[config.mk]
export PLATFORM = sky130hd
export DESIGN_NAME = secded_byte_port
export DESIGN_NICKNAME = d
export VERILOG_FILES = /design/src/rtl/secded_pkg.sv /design/src/rtl/secded_encoder.sv /design/src/rtl/secded_decoder.sv /design/src/rtl/rd_mode_arb.sv /design/src/rtl/secded_byte_port.sv
export SDC_FILE = /design/constraint.sdc
export NUM_CORES = 1
export LEC_CHECK = 0
export BUFFER_PORTS_ARGS = -buffer_cell sky130_fd_sc_hd__buf_2
export CAP_MARGIN = 40
export CELL_PAD_IN_SITES_DETAIL_PLACEMENT = 0
export CELL_PAD_IN_SITES_GLOBAL_PLACEMENT = 1
export CORE_UTILIZATION = 25
export DETAILED_ROUTE_END_ITERATION = 12
export HOLD_SLACK_MARGIN = 0.1
export PLACE_DENSITY_LB_ADDON = 0.1
export SYNTH_ARGS = -nofsm -noshare
export SYNTH_HDL_FRONTEND = slang
export SYNTH_SLANG_ARGS = --single-unit
[constraint.sdc]
create_clock -name clk -period 1.7 [get_ports clk]
set_clock_uncertainty 0.05 [all_clocks]
set_input_delay 0.085 -clock clk [delete_from_list [all_inputs] [get_ports clk]]
set_output_delay 0.085 -clock clk [all_outputs]
set_load 0.02 [all_outputs]
[src/rtl/secded_pkg.sv]
package secded_pkg;
  localparam int DATA_W = 8;
  localparam int CHK_W  = 4;
  localparam int WORD_W = DATA_W + CHK_W;

  typedef enum logic [1:0] {
    RD_NORMAL     = 2'd0,
    RD_GENCHK     = 2'd1,
    RD_STORED_CHK = 2'd2,
    RD_RAW        = 2'd3
  } rd_mode_e;

  function automatic logic is_chk_pos(int pos);
    return (pos & (pos - 1)) == 0;
  endfunction

  // Spread data bits over the non power-of-two positions, lowest first.
  function automatic logic [WORD_W-1:0] place_data(logic [DATA_W-1:0] d);
    logic [WORD_W-1:0] w;
    int k;
    w = '0;
    k = 0;
    for (int pos = 1; pos <= WORD_W; pos++) begin
      if (!is_chk_pos(pos)) begin
        w[pos-1] = d[k];
        k++;
      end
    end
    return w;
  endfunction

  // XOR of the positions of all set bits.
  function automatic logic [CHK_W-1:0] syndrome(logic [WORD_W-1:0] w);
    logic [CHK_W-1:0] s;
    s = '0;
    for (int pos = 1; pos <= WORD_W; pos++) begin
      if (w[pos-1]) s = s ^ CHK_W'(pos);
    end
    return s;
  endfunction

  function automatic logic [DATA_W-1:0] extract_data(logic [WORD_W-1:0] w);
    logic [DATA_W-1:0] d;
    int k;
    d = '0;
    k = 0;
    for (int pos = 1; pos <= WORD_W; pos++) begin
      if (!is_chk_pos(pos)) begin
        d[k] = w[pos-1];
        k++;
      end
    end
    return d;
  endfunction

  function automatic logic [CHK_W-1:0] extract_chk(logic [WORD_W-1:0] w);
    logic [CHK_W-1:0] c;
    for (int j = 0; j < CHK_W; j++) c[j] = w[(1 << j) - 1];
    return c;
  endfunction
endpackage

[src/rtl/secded_encoder.sv]
module secded_encoder
  import secded_pkg::*;
(
  input  logic [DATA_W-1:0] data_i,
  output logic [WORD_W-1:0] word_o
);
  always_comb begin
    logic [WORD_W-1:0] w;
    logic [CHK_W-1:0]  s;
    w = place_data(data_i);
    s = syndrome(w);
    for (int j = 0; j < CHK_W; j++) w[(1 << j) - 1] = s[j];
    word_o = w;
  end
endmodule

[src/rtl/secded_decoder.sv]
module secded_decoder
  import secded_pkg::*;
(
  input  logic [WORD_W-1:0] word_i,
  output logic [DATA_W-1:0] data_fixed_o,
  output logic [DATA_W-1:0] data_raw_o,
  output logic [CHK_W-1:0]  chk_raw_o,
  output logic              syn_nz_o
);
  logic [CHK_W-1:0]  syn;
  logic [WORD_W-1:0] flip;

  always_comb begin
    syn  = syndrome(word_i);
    flip = '0;
    if (syn != '0 && syn <= CHK_W'(WORD_W))
      flip = WORD_W'(1) << (syn - CHK_W'(1));
    data_fixed_o = extract_data(word_i ^ flip);
    data_raw_o   = extract_data(word_i);
    chk_raw_o    = extract_chk(word_i);
    syn_nz_o     = (syn != '0);
  end
endmodule

[src/rtl/rd_mode_arb.sv]
module rd_mode_arb
  import secded_pkg::*;
(
  input  logic     tm_gen_i,
  input  logic     tm_chk_i,
  input  logic     tm_raw_i,
  input  logic     cfg_off_i,
  output rd_mode_e mode_o
);
  always_comb begin
    if (tm_gen_i)                  mode_o = RD_GENCHK;
    else if (tm_chk_i)             mode_o = RD_STORED_CHK;
    else if (tm_raw_i || cfg_off_i) mode_o = RD_RAW;
    else                           mode_o = RD_NORMAL;
  end
endmodule

[src/rtl/secded_byte_port.sv]
module secded_byte_port
  import secded_pkg::*;
#(
  parameter int ADDR_W = 15
) (
  input  logic              clk,
  input  logic              rst,
  input  logic [ADDR_W-1:0] addr,
  input  logic [DATA_W-1:0] din,
  input  logic              wr_en,
  input  logic              oe_n,
  input  logic              tm_gen,
  input  logic              tm_chk,
  input  logic              tm_raw,
  input  logic              cfg_we,
  input  logic              cfg_val,
  output logic              arr_we,
  output logic [ADDR_W-1:0] arr_waddr,
  output logic [WORD_W-1:0] arr_wdata,
  output logic              arr_re,
  output logic [ADDR_W-1:0] arr_raddr,
  input  logic [WORD_W-1:0] arr_rdata,
  output logic [DATA_W-1:0] dout,
  output logic              dout_vld,
  output logic              err_fix
);
  localparam int PAD_W = DATA_W - CHK_W;

  logic              rd_req;
  rd_mode_e          cur_mode;
  logic              ecc_off_q;
  logic              rd_p1_q;
  rd_mode_e          mode_p1_q;
  rd_mode_e          out_mode_q;
  logic [DATA_W-1:0] lat_q;
  logic [WORD_W-1:0] enc_word;
  logic [WORD_W-1:0] gen_word;
  logic [DATA_W-1:0] dec_fixed;
  logic [DATA_W-1:0] dec_raw;
  logic [CHK_W-1:0]  dec_chk;
  logic              dec_nz;
  logic              live_q;

  assign rd_req    = !oe_n && !wr_en;
  assign arr_re    = rd_req && (cur_mode != RD_GENCHK);
  assign arr_raddr = addr;

  rd_mode_arb u_arb (
    .tm_gen_i (tm_gen),
    .tm_chk_i (tm_chk),
    .tm_raw_i (tm_raw),
    .cfg_off_i(ecc_off_q),
    .mode_o   (cur_mode)
  );

  secded_encoder u_enc_wr (.data_i(din),   .word_o(enc_word));
  secded_encoder u_enc_lb (.data_i(lat_q), .word_o(gen_word));

  secded_decoder u_dec (
    .word_i      (arr_rdata),
    .data_fixed_o(dec_fixed),
    .data_raw_o  (dec_raw),
    .chk_raw_o   (dec_chk),
    .syn_nz_o    (dec_nz)
  );

  // Write side and configuration bit.
  always_ff @(posedge clk) begin
    if (rst) begin
      arr_we    <= 1'b0;
      arr_waddr <= '0;
      arr_wdata <= '0;
      ecc_off_q <= 1'b0;
    end else begin
      arr_we <= wr_en;
      if (wr_en) begin
        arr_waddr <= addr;
        arr_wdata <= enc_word;
      end
      if (cfg_we) ecc_off_q <= cfg_val;
    end
  end

  // Read pipeline: request stage, then result stage.
  always_ff @(posedge clk) begin
    if (rst) begin
      rd_p1_q    <= 1'b0;
      mode_p1_q  <= RD_NORMAL;
      out_mode_q <= RD_NORMAL;
      lat_q      <= '0;
      dout       <= '0;
      dout_vld   <= 1'b0;
      err_fix    <= 1'b0;
      live_q     <= 1'b0;
    end else begin
      live_q  <= 1'b1;
      rd_p1_q <= rd_req;
      if (rd_req) begin
        mode_p1_q <= cur_mode;
        if (cur_mode == RD_GENCHK) lat_q <= din;
      end
      dout_vld <= rd_p1_q;
      err_fix  <= rd_p1_q && (mode_p1_q == RD_NORMAL) && dec_nz;
      if (rd_p1_q) begin
        out_mode_q <= mode_p1_q;
        case (mode_p1_q)
          RD_GENCHK:     dout <= {{PAD_W{1'b0}}, extract_chk(gen_word)};
          RD_STORED_CHK: dout <= {{PAD_W{1'b0}}, dec_chk};
          RD_RAW:        dout <= dec_raw;
          default:       dout <= dec_fixed;
        endcase
      end
    end
  end

  // every word sent to the array is a clean codeword
  a_r1_clean_codeword: assert property (@(posedge clk) disable iff (rst)
    arr_we |-> (syndrome(arr_wdata) == '0));

  // the correction flag only accompanies a presented result
  a_r3_flag_with_vld: assert property (@(posedge clk) disable iff (rst)
    err_fix |-> dout_vld);

  // loopback reads never touch the array
  a_r4_no_array_in_loop: assert property (@(posedge clk) disable iff (rst)
    tm_gen |-> !arr_re);

  // check-bit readouts keep the upper nibble zero
  a_r6_upper_zero: assert property (@(posedge clk) disable iff (rst)
    (dout_vld && (out_mode_q == RD_GENCHK || out_mode_q == RD_STORED_CHK))
      |-> (dout[DATA_W-1:CHK_W] == '0));

  // test input priority
  a_r7_gen_first: assert property (@(posedge clk) disable iff (rst)
    tm_gen |-> (cur_mode == RD_GENCHK));
  a_r7_chk_second: assert property (@(posedge clk) disable iff (rst)
    (!tm_gen && tm_chk) |-> (cur_mode == RD_STORED_CHK));

  // output holds between results
  a_r10_hold: assert property (@(posedge clk) disable iff (rst || !live_q)
    !dout_vld |-> $stable(dout));
endmodule

---- Word-level counts from Yosys, hierarchy flattened ----
Index checks and enable logic that the tools add are counted.
Widths: inputs -> output; s select.
cells by class
  reduce and logical (&&, ||, !) cells .... 11
  bitwise operators ....................... 26
  multipliers ............................. 0
  mux-type cells .......................... 33
  $lt $le $gt $ge ......................... 1
  div/mod/pow operators ................... 0
  add/sub/neg operators ................... 1
  shift-type cells ........................ 1
  equality and inequality tests ........... 5
operator list
  kind                  number
  $mux 4                13
  $not 2->2             16
  $mux 3                10
  $pmux 8 s3            1
  $not 3->3             6
  $mux 2                7
  $mux 12               1
  $shl 1x4->12 const A  1
  $xor 12x12->12        1
  $logic_and 1x1->1     5
  $eq 2x1->1 const B    2
  $eq 2x2->1 const B    2
  $le 4x4->1 const B    1
  $reduce_bool 4->1     1
  $sub 4x1->4 const B   1
  $not 1->1 const A     3
  $logic_not 1->1       2
  $logic_not 2->1       1
  $ne 2x1->1 const B    1
  $reduce_and 2->1      1
  $logic_or 1x1->1      1
  $mux 1                1
word-level totals
  memories ................................ 0
  input port bits ......................... 44
  bits in latches ......................... 0
  logic and storage cells ................. 88
  output and inout bits ................... 54
  memory bits (read-only) ................. 0
  register bits ........................... 50
  RAM bits ................................ 0

---- Logic depth before layout (Yosys ltp) ----
  depth in word-level cells ............... 25
  depth in mapped cells ................... 7
  mapped depth without buffers ............ 5

---- Hierarchy ----
Synthesis repeated with hierarchy kept, for this count alone.
unflattened totals
  cells, all modules ...................... 281
  area, all modules ....................... 2829.0 sq um
by module, submodules not included
  module            sequential area each (sq um)  cells each  area an instance (sq um)  instances
  secded_byte_port  1001.0                        198         1988.2                    1
  secded_decoder    0.0                           43          470.5                     1
  secded_encoder    0.0                           18          175.2                     2
  rd_mode_arb       0.0                           4           20.0                      1

---- Worst setup path before layout ----
Ideal clock, no wire load.
  path kind ............................... flip-flop to flip-flop
  start point ............................. reg mode_p1_q[0]
  end point ............................... reg dout[4]
  data required time ...................... 1.588 ns
  library setup time ...................... 0.062 ns
  cell stages (with the launch flop) ...... 8
  slack ................................... 0.021 ns
  arrival time ............................ 1.567 ns
  clock period less this slack ............ 1.679 ns
  cells stage by stage .................... dfxtp_1 clkbuf_1 or2_2 clkbuf_1 nand2_1 nand2_1 or4_1 nand3_1
on the way
  cells in the longest elaborated chain, start to end .. 2
  elaborated cells on any way between the ends .. 4
  those cells by class .................... eq/ne (3); mux (1)
RTL lines
  what                                      line                     source
  from (decl)                               secded_byte_port.sv:33   rd_mode_e mode_p1_q;
  from (signal assigned)                    secded_byte_port.sv:99   mode_p1_q <= cur_mode;
  $eq 2x2->1 or $eq 2x1->1 (tied branches)  secded_byte_port.sv:106  case (mode_p1_q)
  $pmux 8 s3 *                              secded_byte_port.sv:106
  to (signal assigned)                      secded_byte_port.sv:107  RD_GENCHK: dout <= {{PAD_W{1'b0}}, extract_chk(gen_word)};
  to (signal assigned)                      secded_byte_port.sv:108  RD_STORED_CHK: dout <= {{PAD_W{1'b0}}, dec_chk};
  to (signal assigned)                      secded_byte_port.sv:109  RD_RAW: dout <= dec_raw;
  to (decl)                                 secded_byte_port.sv:23   output logic [DATA_W-1:0] dout,
Mark *: on every way between the ends. The rest lies on a longest branch, timed or not.
A chain may end at the register's enable or synchronous reset.

---- Worst setup path after layout ----
  start point ............................. reg lat_q[5]
  end point ............................... reg dout[1]
on the way
  cells in the longest elaborated chain, start to end .. 5
RTL lines
  what                    line                     source
  from (decl)             secded_byte_port.sv:35   logic [DATA_W-1:0] lat_q;
  from (signal assigned)  secded_byte_port.sv:100  if (cur_mode == RD_GENCHK) lat_q <= din;
  $mux 4 *                secded_pkg.sv:37         if (w[pos-1]) s = s ^ CHK_W'(pos);
  $not 3->3 (no line)     --
  $mux 4 * (2 in series)  secded_pkg.sv:37
  $pmux 8 s3 *            secded_byte_port.sv:106
Marks and branches as above.

==> out/summary.txt <==
status: finished clean
layout cells sized above 1: 0.360
fin util: 0.362
CP Capture Type: register
RSZ-0062 raised after global routing: no
Yosys Warn Count: 0
internal power: 0.00197 W
Worst Hold Path EP: dout[4]$_SDFFE_PP0P_
wire per inst: 12.6 microns
Seq/Total Area, Yosys: 0.378
switching share of power: 0.314
I/O Pins: 98
Layout Area Growth over Synthesis: 40.6%
Final ANT Viol Nets: 0
DIE WIDTH: 105 microns
CP cell instances: xnor3_1 > xor2_1 > o211ai_1 > a21oi_1 > a211oi_2
n_diodes: 0
initial antenna violation count: 0
CP max stage cell: xnor3_1
Fmax: 642 MHz
pin count of the biggest net entering global routing: 48
kind of critical path: register to register
Initial Utilization: 0.258
nets: 454
DRT Wirelength: 6880 microns
initial drt markers: 52
post-CTS setup buffer count: 0
Lkg Pwr: 1.70 nW
worst stage delay on the critical path: 0.41 ns
Final Critical Period: 1.56 ns
total number of vias: 2297
Sequential Power Share: 0.444
FP Rows: 37
clk root buf: clkbuf_8
CP max FO: 3
Mapped Nets: 324
Worst Hold Class: input port to register
Post-Syn Area: 0.00265 sq mm
H-tree Lvls: 2
fillers: 1127
Worst-path clk slew: 0.09 ns
Avg Cell Area, Syn: 9.46 sq um
Final Cycle Share: 0.917
height of the die: 105 microns
later-pin clock latency in the skew report: 0.30 ns
CORE AREA: 0.0103 sq mm
WHS Path Cells: 3
Worst R2R End: dout[1]$_SDFFE_PP0P_
DRC: 0
CTS Sinks: 50
R2R depth: 5
Clock Power Share: 0.242
RR Startpoint: lat_q[5]$_SDFFE_PP0P_
first-pass GRT wire length: 11400 microns
DR vias/cell: 4.20
placer congestion estimate: 0.737
PortBufs: 97
Max-Cap Viols: 0
full die area: 0.0110 sq mm
Congestion Overflow GR: 0
Distinct cells, synth: 42
combinational share of power: 0.314
GRT Util Overall: 0.129
Pins Over Slew Limit: 0
HP Start: arr_rdata[8]
maximum VDD drop: 0.303 mV
Detailed Place HPWL: 5030 microns
startpoint types: register
number of global-route vias before repair: 2285
Synth Register Bits: 50
DRT Pass-1 Iters: 4
relative max-transition margin: 0.635
Final setup viols: 0
synthesized netlist cell count: 280
Cell Pwr Density: 771 mW/mm^2
Hold Violations, Final: 0
dpl cells: 508
final worst slack: 0.141 ns
TritonCTS buffer count: 5
sw power: 0.000902 W
CP arrival: 1.74 ns
maximum clock path buffer count: 2
post-place setup slack: -0.141 ns
r2r setup slk: 0.14 ns
CP required: 1.88 ns
slew of the pin with the lowest slew margin: 0.548 ns
CTS tree: yes
fin cells: 547
## cell type report
type	instances	area (sq um)	share of cell area
Multi-Input combinational cell	199	1480	0.398
Sequential cell	50	1000	0.269
Timing Repair Buffer	152	976	0.262
Tap cell	136	170	0.0457
Clock buffer	6	72.6	0.0195
Clock inverter	2	13.8	0.00370
Inverter	2	7.51	0.00202
## power by group through the flow
stage	clock, W	sequential (W)	combinational (W)
4_1_cts	0.000740	0.00127	0.000917
6_report	0.000694	0.00127	0.000901
5_1_grt	0.000783	0.00129	0.000986
3_3_place_gp	0	0.00130	0.000859
3_5_place_dp	0	0.00130	0.000857
2_1_floorplan	0	0.00136	0.000511
## synth_stat cells, drive strengths merged
library cell  instances  share of area
mux2i                28           0.11
a211oi                4          0.013
a21oi                13          0.025
or4                   2         0.0057
o211ai                4          0.011
o21ai                 1         0.0019
a221oi                2         0.0090
nand3                 5         0.0095
or2                   2         0.0047
a31o                  1         0.0033
nand4                 1         0.0024
nor2                 42          0.060
inv                   2         0.0028
mux2                  1         0.0043
nand2                26          0.037
nor2b                 3         0.0071
nor3                  2         0.0038
xnor2                26          0.092
buf                  17          0.045
o21a                  2         0.0057
nand3b                1         0.0028
xor2                  6          0.023
o221ai                1         0.0033
xnor3                 6          0.052
clkbuf               12          0.017
o21bai                1         0.0028
a311oi                4          0.016
nor4b                 3          0.017
nor4                  2         0.0095
and2                  4         0.0099
xor3                  1         0.0090
nand2b                4         0.0095
dfxtp                50           0.38
and3                  1         0.0024
## worst max-delay path, delay by kind of cell, from the launching register on
family         cells  cell delay [ns]
AO/OA/AOI/OAI      3             0.48
flip-flops         1             0.38
XOR/XNOR           2             0.58
## placed cells by master (no fill, tap or decap), drive strengths merged, types with 3 or more instances in the layout
master / count
a211oi: 4
a21oi: 13
a311oi: 4
and2: 4
buf: 121
clkbuf: 6
dfxtp: 50
dlygate4sd3: 31
mux2i: 28
nand2: 26
nand2b: 4
nand3: 5
nor2: 42
nor2b: 3
nor4b: 3
o211ai: 4
xnor2: 26
xnor3: 6
xor2: 6
## routing by layer
metal,vias to the layer above,global-route usage,part of all wire,wire length [microns]
met5,-,0,0,0
met2,53,0.216,0.48,3310
met1,1052,0.168,0.47,3200
met3,2,0.0287,0.048,333
met4,0,0.0302,0.0051,35
li1,1190,-,-,-
## sequential cells by signal, indices dropped and copies added (netlist names)
| name | flops |
|---|---|
| arr_waddr | 15 |
| arr_wdata | 12 |
| arr_we | 1 |
| dout | 8 |
| dout_vld | 1 |
| ecc_off_q | 1 |
| err_fix | 1 |
| lat_q | 8 |
| mode_p1_q | 2 |
| rd_p1_q | 1 |
## kinds of logic (layout without fill, tap and decap cells)
| kind of cell | after synthesis | after routing | share of synthesized area |
|---|---|---|---|
| mux | 29 | 29 | 0.110 |
| compound gates | 33 | 33 | 0.0907 |
| buf+inv | 31 | 162 | 0.0652 |
| flops | 50 | 50 | 0.378 |
| xor+xnor | 39 | 39 | 0.175 |
| simple gates | 98 | 98 | 0.181 |
## how the worst max path moves through the flow
stage	start	to	slack (ns)	cells past startpoint
floorplan	mode_p1_q[0]$_SDFFE_PP0P_	dout[4]$_SDFFE_PP0P_	0.02	7
global placement	arr_rdata[9]	dout[6]$_SDFFE_PP0P_	-0.13	6
detailed placement	arr_rdata[9]	dout[6]$_SDFFE_PP0P_	-0.14	6
CTS	lat_q[6]$_SDFFE_PP0P_	dout[3]$_SDFFE_PP0P_	0.05	6
global route	mode_p1_q[1]$_SDFFE_PP0P_	dout[4]$_SDFFE_PP0P_	0.04	5
finish	lat_q[5]$_SDFFE_PP0P_	dout[1]$_SDFFE_PP0P_	0.14	5
## stage by stage
stage                     instance area, sq um  total power (W)  TNS [ns]  hold WS, ns
after floorplan                           2650          0.00188         0        0.171
after global placement                    3320          0.00216    -0.585        0.274
after detailed placement                  3320          0.00216    -0.553        0.280
after CTS                                 3710          0.00293         0        0.104
after global routing                      3720          0.00305         0        0.148
final                                     3720          0.00287         0        0.106
## what timing repair did
item                                    CTS  global route
hold endpoints to repair                 38             0
endpoints found under the setup margin    0             2
resized for setup                         0             2
hold buffers                             31             0
Power figures use the tool's default switching activity.
